$ cat src/rtl/ra_pkg.sv
// Shared definitions for the runahead forwarding cache.
// Assumes: load result source is a 2-bit code visible at the top ports.
package ra_pkg;
    typedef enum logic [1:0] {
        SRC_ADDR_INV = 2'd0,
        SRC_STBUF    = 2'd1,
        SRC_RACACHE  = 2'd2,
        SRC_MEMORY   = 2'd3
    } ld_src_e;
endpackage

$ cat src/rtl/ra_line_array.sv
// Direct-mapped line storage: one valid bit, tag, data word and INV bit per line.
// A write and a read at the same index in one cycle return the written line.
// A clear empties all lines on the next edge and hides them during its own cycle.
// Assumes: wr_en_i is already gated by the caller for INV addresses and clear.
module ra_line_array #(
    parameter int IDX_W  = 3,
    parameter int TAG_W  = 13,
    parameter int DATA_W = 32
) (
    input  logic              clk,
    input  logic              rst_n,
    input  logic              clr_i,
    input  logic              wr_en_i,
    input  logic [IDX_W-1:0]  wr_idx_i,
    input  logic [TAG_W-1:0]  wr_tag_i,
    input  logic [DATA_W-1:0] wr_data_i,
    input  logic              wr_inv_i,
    input  logic [IDX_W-1:0]  rd_idx_i,
    output logic              rd_valid_o,
    output logic [TAG_W-1:0]  rd_tag_o,
    output logic [DATA_W-1:0] rd_data_o,
    output logic              rd_inv_o
);
    localparam int LINES = 1 << IDX_W;

    logic [LINES-1:0]  valid_q;
    logic [TAG_W-1:0]  tag_q  [LINES];
    logic [DATA_W-1:0] data_q [LINES];
    logic [LINES-1:0]  inv_q;

    for (genvar g = 0; g < LINES; g++) begin : g_line
        // Per-line update: reset or clear invalidates; a matching write fills.
        always_ff @(posedge clk) begin
            if (!rst_n || clr_i) begin
                valid_q[g] <= 1'b0;
                inv_q[g]   <= 1'b0;
                tag_q[g]   <= '0;
                data_q[g]  <= '0;
            end else if (wr_en_i && (wr_idx_i == IDX_W'(g))) begin
                valid_q[g] <= 1'b1;
                inv_q[g]   <= wr_inv_i;
                tag_q[g]   <= wr_tag_i;
                data_q[g]  <= wr_data_i;
            end
        end
    end

    // Read port with same-cycle write bypass and clear masking.
    always_comb begin
        if (wr_en_i && (wr_idx_i == rd_idx_i)) begin
            rd_valid_o = 1'b1;
            rd_tag_o   = wr_tag_i;
            rd_data_o  = wr_data_i;
            rd_inv_o   = wr_inv_i;
        end else begin
            rd_valid_o = valid_q[rd_idx_i] && !clr_i;
            rd_tag_o   = tag_q[rd_idx_i];
            rd_data_o  = data_q[rd_idx_i];
            rd_inv_o   = inv_q[rd_idx_i];
        end
    end

    assert_clear_empties_R8: assert property (@(posedge clk) disable iff (!rst_n)
        clr_i |=> (valid_q == '0));

    assert_store_fills_line_R5: assert property (@(posedge clk) disable iff (!rst_n)
        (wr_en_i && !clr_i) |=> (valid_q[$past(wr_idx_i)] && (tag_q[$past(wr_idx_i)] == $past(wr_tag_i))));
endmodule

$ cat src/rtl/ra_load_resolve.sv
// Combinational lookup priority for one runahead load:
// INV address, then store buffer, then runahead cache, then memory.
// Never stalls; anything unresolved is returned as INV with zero data.
// Assumes: cache hit already includes the tag compare.
module ra_load_resolve
    import ra_pkg::*;
#(
    parameter int DATA_W = 32
) (
    input  logic              clk,
    input  logic              rst_n,
    input  logic              ld_vld_i,
    input  logic              addr_inv_i,
    input  logic              sb_hit_i,
    input  logic [DATA_W-1:0] sb_data_i,
    input  logic              sb_inv_i,
    input  logic              rac_hit_i,
    input  logic [DATA_W-1:0] rac_data_i,
    input  logic              rac_inv_i,
    input  logic              mem_hit_i,
    input  logic [DATA_W-1:0] mem_data_i,
    output logic [DATA_W-1:0] data_o,
    output logic              inv_o,
    output ld_src_e           src_o
);
    logic [DATA_W-1:0] raw_data;
    logic              raw_inv;

    // Priority selection of source, raw data and INV flag.
    always_comb begin
        if (addr_inv_i) begin
            src_o = SRC_ADDR_INV; raw_data = '0;        raw_inv = 1'b1;
        end else if (sb_hit_i) begin
            src_o = SRC_STBUF;    raw_data = sb_data_i;  raw_inv = sb_inv_i;
        end else if (rac_hit_i) begin
            src_o = SRC_RACACHE;  raw_data = rac_data_i; raw_inv = rac_inv_i;
        end else begin
            src_o = SRC_MEMORY;   raw_data = mem_data_i; raw_inv = !mem_hit_i;
        end
    end

    // Output gating: no load means a quiet result; INV data reads as zero.
    always_comb begin
        inv_o  = ld_vld_i && raw_inv;
        data_o = (ld_vld_i && !raw_inv) ? raw_data : '0;
    end

    assert_addr_inv_short_R1: assert property (@(posedge clk) disable iff (!rst_n)
        (ld_vld_i && addr_inv_i) |-> (inv_o && (src_o == SRC_ADDR_INV) && (data_o == '0)));

    assert_stbuf_first_R2: assert property (@(posedge clk) disable iff (!rst_n)
        (ld_vld_i && !addr_inv_i && sb_hit_i) |-> (src_o == SRC_STBUF));

    assert_all_miss_inv_R3: assert property (@(posedge clk) disable iff (!rst_n)
        (ld_vld_i && !addr_inv_i && !sb_hit_i && !rac_hit_i && !mem_hit_i) |-> (inv_o && (src_o == SRC_MEMORY)));
endmodule

$ cat src/rtl/ra_fwd_cache.sv
// Runahead store-to-load forwarding cache (top).
// Splits addresses into index and tag, gates stores whose address is INV,
// performs the tag compare and hands the load to the priority resolver.
// Assumes: word addresses; at most one store commit and one load per cycle.
module ra_fwd_cache
    import ra_pkg::*;
#(
    parameter int ADDR_W = 16,
    parameter int DATA_W = 32,
    parameter int IDX_W  = 3
) (
    input  logic              clk,
    input  logic              rst_n,
    input  logic              clr_i,
    input  logic              st_vld_i,
    input  logic [ADDR_W-1:0] st_addr_i,
    input  logic              st_addr_inv_i,
    input  logic [DATA_W-1:0] st_data_i,
    input  logic              st_data_inv_i,
    input  logic              ld_vld_i,
    input  logic [ADDR_W-1:0] ld_addr_i,
    input  logic              ld_addr_inv_i,
    input  logic              sb_hit_i,
    input  logic [DATA_W-1:0] sb_data_i,
    input  logic              sb_data_inv_i,
    input  logic              mem_hit_i,
    input  logic [DATA_W-1:0] mem_data_i,
    output logic [DATA_W-1:0] ld_data_o,
    output logic              ld_inv_o,
    output logic [1:0]        ld_src_o
);
    localparam int TAG_W = ADDR_W - IDX_W;

    logic              wr_en;
    logic              rd_valid;
    logic [TAG_W-1:0]  rd_tag;
    logic [DATA_W-1:0] rd_data;
    logic              rd_inv;
    logic              rac_hit;
    ld_src_e           src;

    // Store gate: INV-address stores and stores during clear are dropped.
    always_comb wr_en = st_vld_i && !st_addr_inv_i && !clr_i;

    ra_line_array #(.IDX_W(IDX_W), .TAG_W(TAG_W), .DATA_W(DATA_W)) u_arr (
        .clk        (clk),
        .rst_n      (rst_n),
        .clr_i      (clr_i),
        .wr_en_i    (wr_en),
        .wr_idx_i   (st_addr_i[IDX_W-1:0]),
        .wr_tag_i   (st_addr_i[ADDR_W-1:IDX_W]),
        .wr_data_i  (st_data_i),
        .wr_inv_i   (st_data_inv_i),
        .rd_idx_i   (ld_addr_i[IDX_W-1:0]),
        .rd_valid_o (rd_valid),
        .rd_tag_o   (rd_tag),
        .rd_data_o  (rd_data),
        .rd_inv_o   (rd_inv)
    );

    // Tag compare against the selected line.
    always_comb rac_hit = rd_valid && (rd_tag == ld_addr_i[ADDR_W-1:IDX_W]);

    ra_load_resolve #(.DATA_W(DATA_W)) u_res (
        .clk        (clk),
        .rst_n      (rst_n),
        .ld_vld_i   (ld_vld_i),
        .addr_inv_i (ld_addr_inv_i),
        .sb_hit_i   (sb_hit_i),
        .sb_data_i  (sb_data_i),
        .sb_inv_i   (sb_data_inv_i),
        .rac_hit_i  (rac_hit),
        .rac_data_i (rd_data),
        .rac_inv_i  (rd_inv),
        .mem_hit_i  (mem_hit_i),
        .mem_data_i (mem_data_i),
        .data_o     (ld_data_o),
        .inv_o      (ld_inv_o),
        .src_o      (src)
    );

    // Source code to plain port.
    always_comb ld_src_o = src;

    assert_inv_store_dropped_R4: assert property (@(posedge clk) disable iff (!rst_n)
        (st_vld_i && st_addr_inv_i) |=> $stable(u_arr.valid_q));
endmodule

$ cat config.mk
export PLATFORM = sky130hd
export DESIGN_NAME = ra_fwd_cache
export DESIGN_NICKNAME = d
export VERILOG_FILES = /design/src/rtl/ra_pkg.sv /design/src/rtl/ra_line_array.sv /design/src/rtl/ra_load_resolve.sv /design/src/rtl/ra_fwd_cache.sv
export SDC_FILE = /design/constraint.sdc
export NUM_CORES = 1
export LEC_CHECK = 0
export BUFFER_PORTS_ARGS = -buffer_cell sky130_fd_sc_hd__buf_2
export CORE_MARGIN = 1
export CORE_UTILIZATION = 36
export CTS_BUF_LIST = sky130_fd_sc_hd__clkbuf_16
export CTS_CLUSTER_DIAMETER = 50
export DETAILED_ROUTE_END_ITERATION = 16
export GPL_ROUTABILITY_DRIVEN = 0
export SYNTH_ARGS = -nofsm -noshare
export SYNTH_HDL_FRONTEND = slang
export SYNTH_HIERARCHICAL = 1
export SYNTH_SLANG_ARGS = --single-unit
$ cat constraint.sdc
create_clock -name clk -period 5.1 [get_ports clk]
set_input_delay 0.765 -clock clk [delete_from_list [all_inputs] [get_ports clk]]
set_output_delay 0.765 -clock clk [all_outputs]
set_load 0.05 [all_outputs]
==> results of run 1 <==
[worst max path at each step]
stage	depth (start not counted)	to	slack, ps	start
after floorplan	13	ld_data_o[0]	-590	ld_addr_i[0]
after global placement	15	ld_data_o[16]	-100	ld_addr_i[0]
after detailed placement	15	ld_data_o[17]	-100	ld_addr_i[0]
after CTS	15	ld_data_o[26]	20	ld_addr_i[0]
after global routing	16	ld_data_o[26]	-0.08	ld_addr_i[0]
final	16	ld_data_o[11]	90	ld_addr_i[0]
[registers in the layout (all words and copies together), names as in the netlist]
| register | cells |
|---|---|
| u_arr/tag_q | 104 |
| u_arr/inv_q | 8 |
| u_arr/valid_q | 8 |
| u_arr/data_q | 256 |
[worst max-delay path, cell delays in order]
cell       delay, ps
buf_16           120
buf_12           130
buf_4            110
mux4_2           490
mux2_2           270
mux2_4           270
xnor2_2          130
nand4_1          220
nor4_4           360
buf_12           180
or2_4            130
a31oi_4          120
buf_4            250
clkbuf_16        190
a2111oi_4        190
buf_2            320
[stage by stage]
| stage | cell area, um^2 | total power, uW | setup WS [ps] | utilization [%] |
|---|---|---|---|---|
| detailed placement | 20800 | 4350 | -99.3 | 41.5 |
| global placement | 20800 | 4330 | -105 | 41.5 |
| global route | 22700 | 7740 | -0.0822 | 45.2 |
| finish | 22700 | 7510 | 86.3 | 45.2 |
| CTS | 22300 | 7540 | 20.0 | 44.5 |
| floorplan | 18800 | 4060 | -591 | - |
[Yosys cell counts, types with 2 or more instances]
cell | number | area [um^2]
nor2_1 | 39 | 146
nor3_1 | 2 | 10.0
xnor2_1 | 16 | 140
a21o_1 | 8 | 60.1
buf_1 | 2 | 7.51
nor2b_1 | 2 | 12.5
mux2i_1 | 33 | 330
buf_6 | 12 | 135
inv_1 | 8 | 30.0
mux2_2 | 92 | 1040
o31ai_1 | 2 | 15.0
and2_1 | 360 | 2250
a2bb2o_1 | 8 | 80.1
mux4_2 | 94 | 2120
nand2b_1 | 4 | 25.0
nand4_1 | 4 | 25.0
edfxtp_1 | 360 | 10800
nand2_1 | 4 | 15.0
o21ai_0 | 7 | 35.0
dfxtp_1 | 16 | 320
a2111oi_0 | 31 | 272
clkbuf_1 | 58 | 218
buf_2 | 20 | 100
[metal layers]
layer / up-vias / wire, um / track usage (%) / part of all wire (%)
met1: 5606 / 22200 / 26.8 / 43
li1: 4880 / - / - / -
met4: 4 / 1100 / 5.67 / 2.1
met5: - / 22 / 0 / 0.043
met2: 300 / 25800 / 33.8 / 50
met3: 78 / 2460 / 2.87 / 4.8
[power by group through the flow]
stage | registers, uW | clock network, uW | logic (uW)
final | 3570 | 3200 | 739
after global placement | 3630 | 0 | 702
after CTS | 3570 | 3250 | 716
after global routing | 3590 | 3370 | 785
after floorplan | 3630 | 0 | 434
after detailed placement | 3640 | 0 | 709
[layout make-up]
| class | count | area [um^2] |
|---|---|---|
| multi-input cells | 715 | 7410 |
| well taps | 672 | 841 |
| repair buffers | 253 | 1800 |
| inverters | 9 | 36.3 |
| clock inverters | 33 | 389 |
| flip-flops and latches | 376 | 11100 |
| fillers | 4344 | 27500 |
| diodes | 3 | 7.51 |
| clock buffers | 43 | 1080 |
[placed cells by master (no fill, tap or decap), drive strengths merged, types with 15 or more instances in the layout]
| cell type | n |
|---|---|
| buf | 251 |
| clkbuf | 45 |
| nor2 | 39 |
| a2111oi | 32 |
| mux2 | 92 |
| edfxtp | 360 |
| xnor2 | 16 |
| mux2i | 33 |
| inv | 17 |
| dfxtp | 16 |
| and2 | 360 |
| mux4 | 94 |
| clkinv | 15 |
[kinds of logic after synthesis]
group	after synthesis
buffers and inverters	101
AO/OA/AOI/OAI	60
XOR/XNOR	16
flip-flops	376
multiplexers	219
AND/OR/NAND/NOR	420
[repair_timing]
action	4_1_cts	5_1_grt
gates cloned	0	2
setup endpoints to repair	20	31
endpoints found under the hold margin	0	0
resized for setup	21	23
buffers inserted	0	25
pin swaps	1	6
hold buffers	0	0
==> results.json, run 1 <==
{
  "outcome": "completed",
  "area_growth_pct": 24.1,
  "finalSetupViolations": 0,
  "cts_sinks": 376,
  "synthAdderAreaFrac_pct": 0,
  "drcViolationCount": 0,
  "drt_iter0_drc": 744,
  "p_sw_uw": 1710,
  "ir_drop_mv": 0.203,
  "ios": 174,
  "period_share_pct": 98.3,
  "synthDistinctLibCells": 33,
  "synthFlopType": "edfxtp_1",
  "routed_via_density": 5.17,
  "syn_inst": 1192,
  "p_per_area_mw_per_mm2": 331,
  "placed_cells": 1999,
  "hold_class": "flop to flop",
  "timing.hold.worst_endpoint": "u_arr/valid_q[4]",
  "grtUsageTotal_pct": 20.0,
  "syn_nets": 1331,
  "port-buffer-count": 173,
  "final_cells": 2104,
  "intPower_uw": 5800,
  "timing.rr.end": "u_arr/inv_q[2]",
  "avgSynthCellArea_um2": 15.3,
  "period_needed_ps": 5010,
  "hold_slack_ps": 451,
  "synthSimpleGateAreaFrac_pct": 13.9,
  "cts_tree": "yes",
  "dr.pass1.iters": 5,
  "hold_violations": 0,
  "synth-edff-count": 360,
  "antenna_found_initial": 7,
  "switching_share_pct": 22.7,
  "synthArstFlopShare_pct": 0,
  "path_max_fanout": 8,
  "startpoint_type": "input pin",
  "r2r_setup_slack_ps": 4350,
  "tightestPinTransition_ps": 1150,
  "fmax_mhz": 199,
  "grt_pass1_vias": 11400,
  "root_buffer": "clkbuf_16",
  "dieArea_mm2": 0.0517,
  "drt-total-wl_um": 51600,
  "nNetsFinal": 1536,
  "critical_path_class": "input pin to primary output",
  "std_cell_rows": 82,
  "initial_core_util_pct": 36.5,
  "slew_headroom_pct": 22.8,
  "core_area_mm2": 0.0502,
  "leakage_uw": 0.00865,
  "grt-ovfl-total": 0,
  "reg2reg_depth": 2,
  "h-tree-depth": 2,
  "die_h_um": 227,
  "comb_power_share_pct": 9.8,
  "clkPwrFrac_pct": 42.6,
  "seqPwrFrac_pct": 47.6,
  "fin_worst_skew_ps": 0,
  "yosysSeqAreaShare_pct": 60.9,
  "drive_gt1_share_pct": 39.3,
  "die_w_um": 227,
  "timing.rr.start": "u_arr/inv_q[2]",
  "required_ps": 4340,
  "grt_start_max_net_pins": 56,
  "worstPathArrival_ps": 4250,
  "synth_mux_area_share_pct": 19.0,
  "grt_pass1_wl_um": 74900,
  "synth.cell_area_mm2": 0.0183,
  "detail_route.wl_per_cell_um": 24.5,
  "drv_slew": 0,
  "synth_xor_area_share_pct": 0.766,
  "holdCritStartpoint": "u_arr/valid_q[4]",
  "crit_path_end_kind": "primary output",
  "post-dp-hpwl_um": 30400,
  "synth_top_family_by_area": "multiplexers",
  "vias": 10900,
  "clockBufferDepth": 3,
  "cts_buffers": 42,
  "drv_cap": 0,
  "hold_depth": 1,
  "ys_warn_count": 6,
  "ys_seq_elements": 376,
  "synth_compound_area_share_pct": 2.76,
  "clk_pin_slew_worst_paths_ps": 50,
  "ant_nets": 0,
  "clk_latency_ps": 530,
  "finalSetupTns_ps": 0
}
No activity file was read; power rests on OpenSTA's default activity.
==> inputs of run 2 (changes only) <==
- CORE_ASPECT_RATIO: not set -> 2
==> results.json, run 2 (synthesis results as in run 1) <==
{
  "outcome": "completed",
  "dieArea_mm2": 0.0518,
  "period_share_pct": 96.7,
  "drt-total-wl_um": 51500,
  "grtUsageTotal_pct": 20.3,
  "r2r_setup_slack_ps": 4360,
  "rsz0062_at_grt": "false",
  "cts_sinks": 376,
  "area_growth_pct": 20.1,
  "vias": 10900,
  "leakage_uw": 0.00832,
  "ios": 174,
  "hold_violations": 0,
  "drv_slew": 0,
  "ant_nets": 0,
  "top_regs": "u_arr/data_q x256, u_arr/tag_q x104",
  "post_cts_buffers": 0,
  "fmax_mhz": 203,
  "die_w_um": 161,
  "port-buffer-count": 173,
  "h-tree-depth": 1,
  "fin_worst_skew_ps": 0,
  "ir_drop_mv": 0.218,
  "hold_buffers": 0,
  "hold_class": "flop to flop",
  "grt_pass1_wl_um": 75900,
  "crit_path_end_kind": "primary output",
  "p_per_area_mw_per_mm2": 307,
  "core_area_mm2": 0.0501,
  "fillers": 4506,
  "die_h_um": 321,
  "drt_iter0_drc": 776,
  "cts_tree": "yes",
  "root_buffer": "clkbuf_16",
  "routed_via_density": 5.30,
  "period_needed_ps": 4930,
  "seqCellArea_mm2": 0.0111,
  "slew_headroom_pct": 21.8,
  "mostFrequentLayoutCells": "and2_1 (360), edfxtp_1 (360), buf_2 (170)",
  "worstPathArrival_ps": 4160,
  "clk_pin_slew_worst_paths_ps": 70,
  "antenna_found_initial": 6,
  "nNetsFinal": 1511,
  "cts_buffers": 31,
  "finalSetupTns_ps": 0,
  "drive_gt1_share_pct": 37.5,
  "drv_cap": 0,
  "clockBufferDepth": 3,
  "path_max_fanout": 15,
  "detail_route.wl_per_cell_um": 25.1,
  "critical_path_class": "input pin to primary output",
  "largest_reg_flops": 256,
  "required_ps": 4340,
  "drcViolationCount": 0,
  "hold_slack_ps": 451,
  "post-dp-hpwl_um": 31000,
  "grt-ovfl-total": 0,
  "multiInputGateArea_mm2": 0.00737,
  "grt_start_max_net_pins": 48,
  "std_cell_rows": 116,
  "top_register": "u_arr/data_q",
  "grt_pass1_vias": 11500,
  "tightestPinTransition_ps": 1170,
  "dr.pass1.iters": 5,
  "initial_core_util_pct": 36.5,
  "finalSetupViolations": 0,
  "startpoint_type": "input pin",
  "clk_latency_ps": 570
}
run 2: cell count changes in the layout (fill, tap and decap cells not counted), sizes merged:
cell,before,now
clkinvlp,2,1
clkbuf,45,31
buf,251,239
inv,17,14
bufinv,8,5
run 2: where the power goes:
group	internal (uW)	total (uW)	switching [uW]
Clock	1360	2460	1110
Sequential	3530	3570	40.6
Combinational	312	712	400
Total	5200	6740	1550
run 2: metrics by stage:
stage	utilization [%]	instance area (um^2)	std cells	setup WS, ps	power (uW)
CTS	43.8	21900	2045	25.3	6810
floorplan	-	18800	1192	-591	4060
detailed placement	41.8	20900	1988	2.56	4360
global placement	41.8	20900	1988	65.9	4350
finish	43.9	22000	2048	170	6740
global route	43.9	22000	2047	8.36	6950
run 2: metal layers:
layer  track usage, %  wire length [um]
met5                0                23
met4             5.24               998
met3             2.11              2220
met2             37.5             27500
met1             24.8             20700
run 2: worst paths after layout:
kind	start	endpoint	cells after the start
worst max-delay path	ld_addr_i[0]	ld_data_o[27]	14
worst min-delay path	u_arr/valid_q[7]	u_arr/valid_q[7]	1
worst max register to register	u_arr/inv_q[4]	u_arr/inv_q[4]	2
worst min register to register	u_arr/valid_q[7]	u_arr/valid_q[7]	1
run 2: final cells by class:
type,count,share of cell area [%]
Multi-Input combinational cell,715,33.6
Sequential cell,376,50.7
Antenna cell,3,0.0342
Inverter,9,0.165
Clock inverter,26,1.13
Clock buffer,31,3.53
Timing Repair Buffer,239,7.22
Tap cell,649,3.70
run 2: what timing repair did:
item / CTS / global route
endpoints found under the setup margin: 1 / 31
cloned: 0 / 0
gates resized for setup: 1 / 4
pin swaps: 0 / 3
run 2: critical path, cell delays in order:
cell	delay (ps)
buf_12	160
mux4_2	510
mux2_2	270
mux2_2	270
xnor2_1	290
nand4_1	200
nor4_4	350
buf_4	200
or2_4	130
a31oi_4	100
buf_12	220
buf_12	150
a2111oi_4	190
buf_2	320
==> inputs of run 3 (changes only) <==
- CELL_PAD_IN_SITES_DETAIL_PLACEMENT: not set -> 1
- CELL_PAD_IN_SITES_GLOBAL_PLACEMENT: not set -> 2
- PLACE_DENSITY_LB_ADDON: not set -> 0.1
==> results.json, run 3 (synthesis results as in run 1) <==
{
  "rsz0062_at_grt": "true",
  "pre_cts_slack_ps": -147,
  "crit_path_end_kind": "primary output",
  "fmax_mhz": 200,
  "r2r_setup_slack_ps": 4360,
  "clkPwrFrac_pct": 35.6,
  "h-tree-depth": 2,
  "holdCritStartpoint": "u_arr/valid_q[4]",
  "hold_violations": 0,
  "largest_reg_flops": 256,
  "setup_ws_ps": 107,
  "place_area_mm2": 0.0207,
  "dr.pass1.iters": 4,
  "critPathBufInv": 5,
  "timing.rr.start": "u_arr/inv_q[3]",
  "ios": 174,
  "drt_iter0_drc": 490,
  "grt_pass1_vias": 12200,
  "finalSetupTns_ps": 0,
  "hold_buffers": 0,
  "drv_cap": 0,
  "area_growth_pct": 19.8,
  "clk_latency_ps": 530,
  "initial_core_util_pct": 36.5,
  "grt_start_max_net_pins": 55,
  "slew_headroom_pct": 21.5,
  "ant_nets": 0,
  "required_ps": 4340,
  "cts_tree": "yes",
  "port-buffer-count": 173,
  "period_share_pct": 97.9,
  "mostFrequentLayoutCells": "and2_1 (360), edfxtp_1 (360), buf_2 (146)",
  "drcViolationCount": 0,
  "switching_share_pct": 23.8,
  "cts_buffers": 34,
  "final_cells": 2035,
  "total_power_uw": 6660,
  "comb_power_share_pct": 10.8,
  "intPower_uw": 5080,
  "std_cell_rows": 116,
  "fin_worst_skew_ps": 0,
  "routed_via_density": 5.35,
  "grt_pass1_wl_um": 82200,
  "top_register": "u_arr/data_q",
  "tightestPinTransition_ps": 1170,
  "fin_area_mm2": 0.0219,
  "drv_slew": 0,
  "cp_slowest_cell": "a31oi_4",
  "top_regs": "u_arr/data_q x256, u_arr/tag_q x104",
  "dieArea_mm2": 0.0518,
  "core_area_mm2": 0.0501,
  "critPathLaunch": "ld_addr_i[1]",
  "slowest_delay_ps": 390,
  "nNetsFinal": 1502,
  "ir_drop_mv": 0.198,
  "outcome": "completed",
  "seqPwrFrac_pct": 53.6,
  "vias": 10900,
  "p_sw_uw": 1590,
  "path_cells": "buf_4 > buf_12 > mux4_2 > mux2_2 > mux2_2 > xnor2_1 > nand4_1 > nor4_4 > buf_12 > nand2_1 > a31oi_4 > bufbuf_16 > a2111oi_4 > buf_4",
  "leakage_uw": 0.00827,
  "path_max_fanout": 24,
  "period_needed_ps": 4990,
  "drive_gt1_share_pct": 36.8,
  "detail_route.wl_per_cell_um": 27.8,
  "startpoint_type": "input pin",
  "grt-ovfl-total": 0,
  "die_w_um": 161,
  "clockBufferDepth": 3,
  "finalSetupViolations": 0,
  "critical_path_class": "input pin to primary output",
  "hold_class": "flop to flop",
  "placed_cells": 1971,
  "fillers": 5028,
  "worstPathArrival_ps": 4230,
  "root_buffer": "clkbuf_16",
  "post-dp-hpwl_um": 31700,
  "drt-total-wl_um": 56500,
  "antenna_found_initial": 8,
  "cts_sinks": 376,
  "path_delay_family": "buffers and inverters",
  "p_per_area_mw_per_mm2": 304,
  "clk_pin_slew_worst_paths_ps": 60,
  "die_h_um": 321,
  "grtUsageTotal_pct": 22.4
}
run 3: what timing repair did:
action	4_1_cts	5_1_grt
gates cloned	2	0
setup buffers	3	0
setup endpoints to repair	19	33
gates resized for setup	18	16
run 3: routing by layer:
metal / GRT usage, % / routed length [um] / up-vias
met5: 0 / 57 / -
met4: 6.08 / 1320 / 10
met3: 2.64 / 2070 / 78
met2: 41.8 / 30400 / 259
met1: 26.6 / 22700 / 5754
li1: - / - / 4791
run 3: worst paths after layout:
kind              cells past startpoint                to
hold / removal                        1  u_arr/valid_q[4]
hold reg to reg                       1  u_arr/valid_q[4]
setup reg to reg                      2    u_arr/inv_q[3]
setup / recovery                     14      ld_data_o[2]
run 3: metrics by stage:
step	hold slack, ps	utilization, %
2_1_floorplan	421	-
3_3_place_gp	428	41.4
3_5_place_dp	441	41.4
4_1_cts	457	43.7
5_1_grt	486	43.7
6_report	457	43.7
run 3: power groups by stage:
stage | clock network, uW | logic, uW | registers, uW
floorplan | 0 | 434 | 3630
global placement | 0 | 716 | 3630
detailed placement | 0 | 723 | 3640
CTS | 2450 | 740 | 3570
global route | 2520 | 772 | 3580
finish | 2370 | 722 | 3570
run 3: worst reg2reg max path, delay by kind of cell, from the launching register on:
| family | cells | cell delay, ps |
|---|---|---|
| compound gates | 1 | 270 |
| buf+inv | 1 | 40 |
| flops | 1 | 310 |
run 3: layout make-up:
cell class | count | area [um^2] | share of cell area [%]
clock buffers | 35 | 876 | 4.00
inverters | 9 | 36.3 | 0.166
diodes | 1 | 2.50 | 0.0114
multi-input cells | 715 | 7380 | 33.7
repair buffers | 227 | 1570 | 7.16
well taps | 649 | 812 | 3.71
flip-flops and latches | 376 | 11100 | 50.8
clock inverters | 23 | 97.6 | 0.446
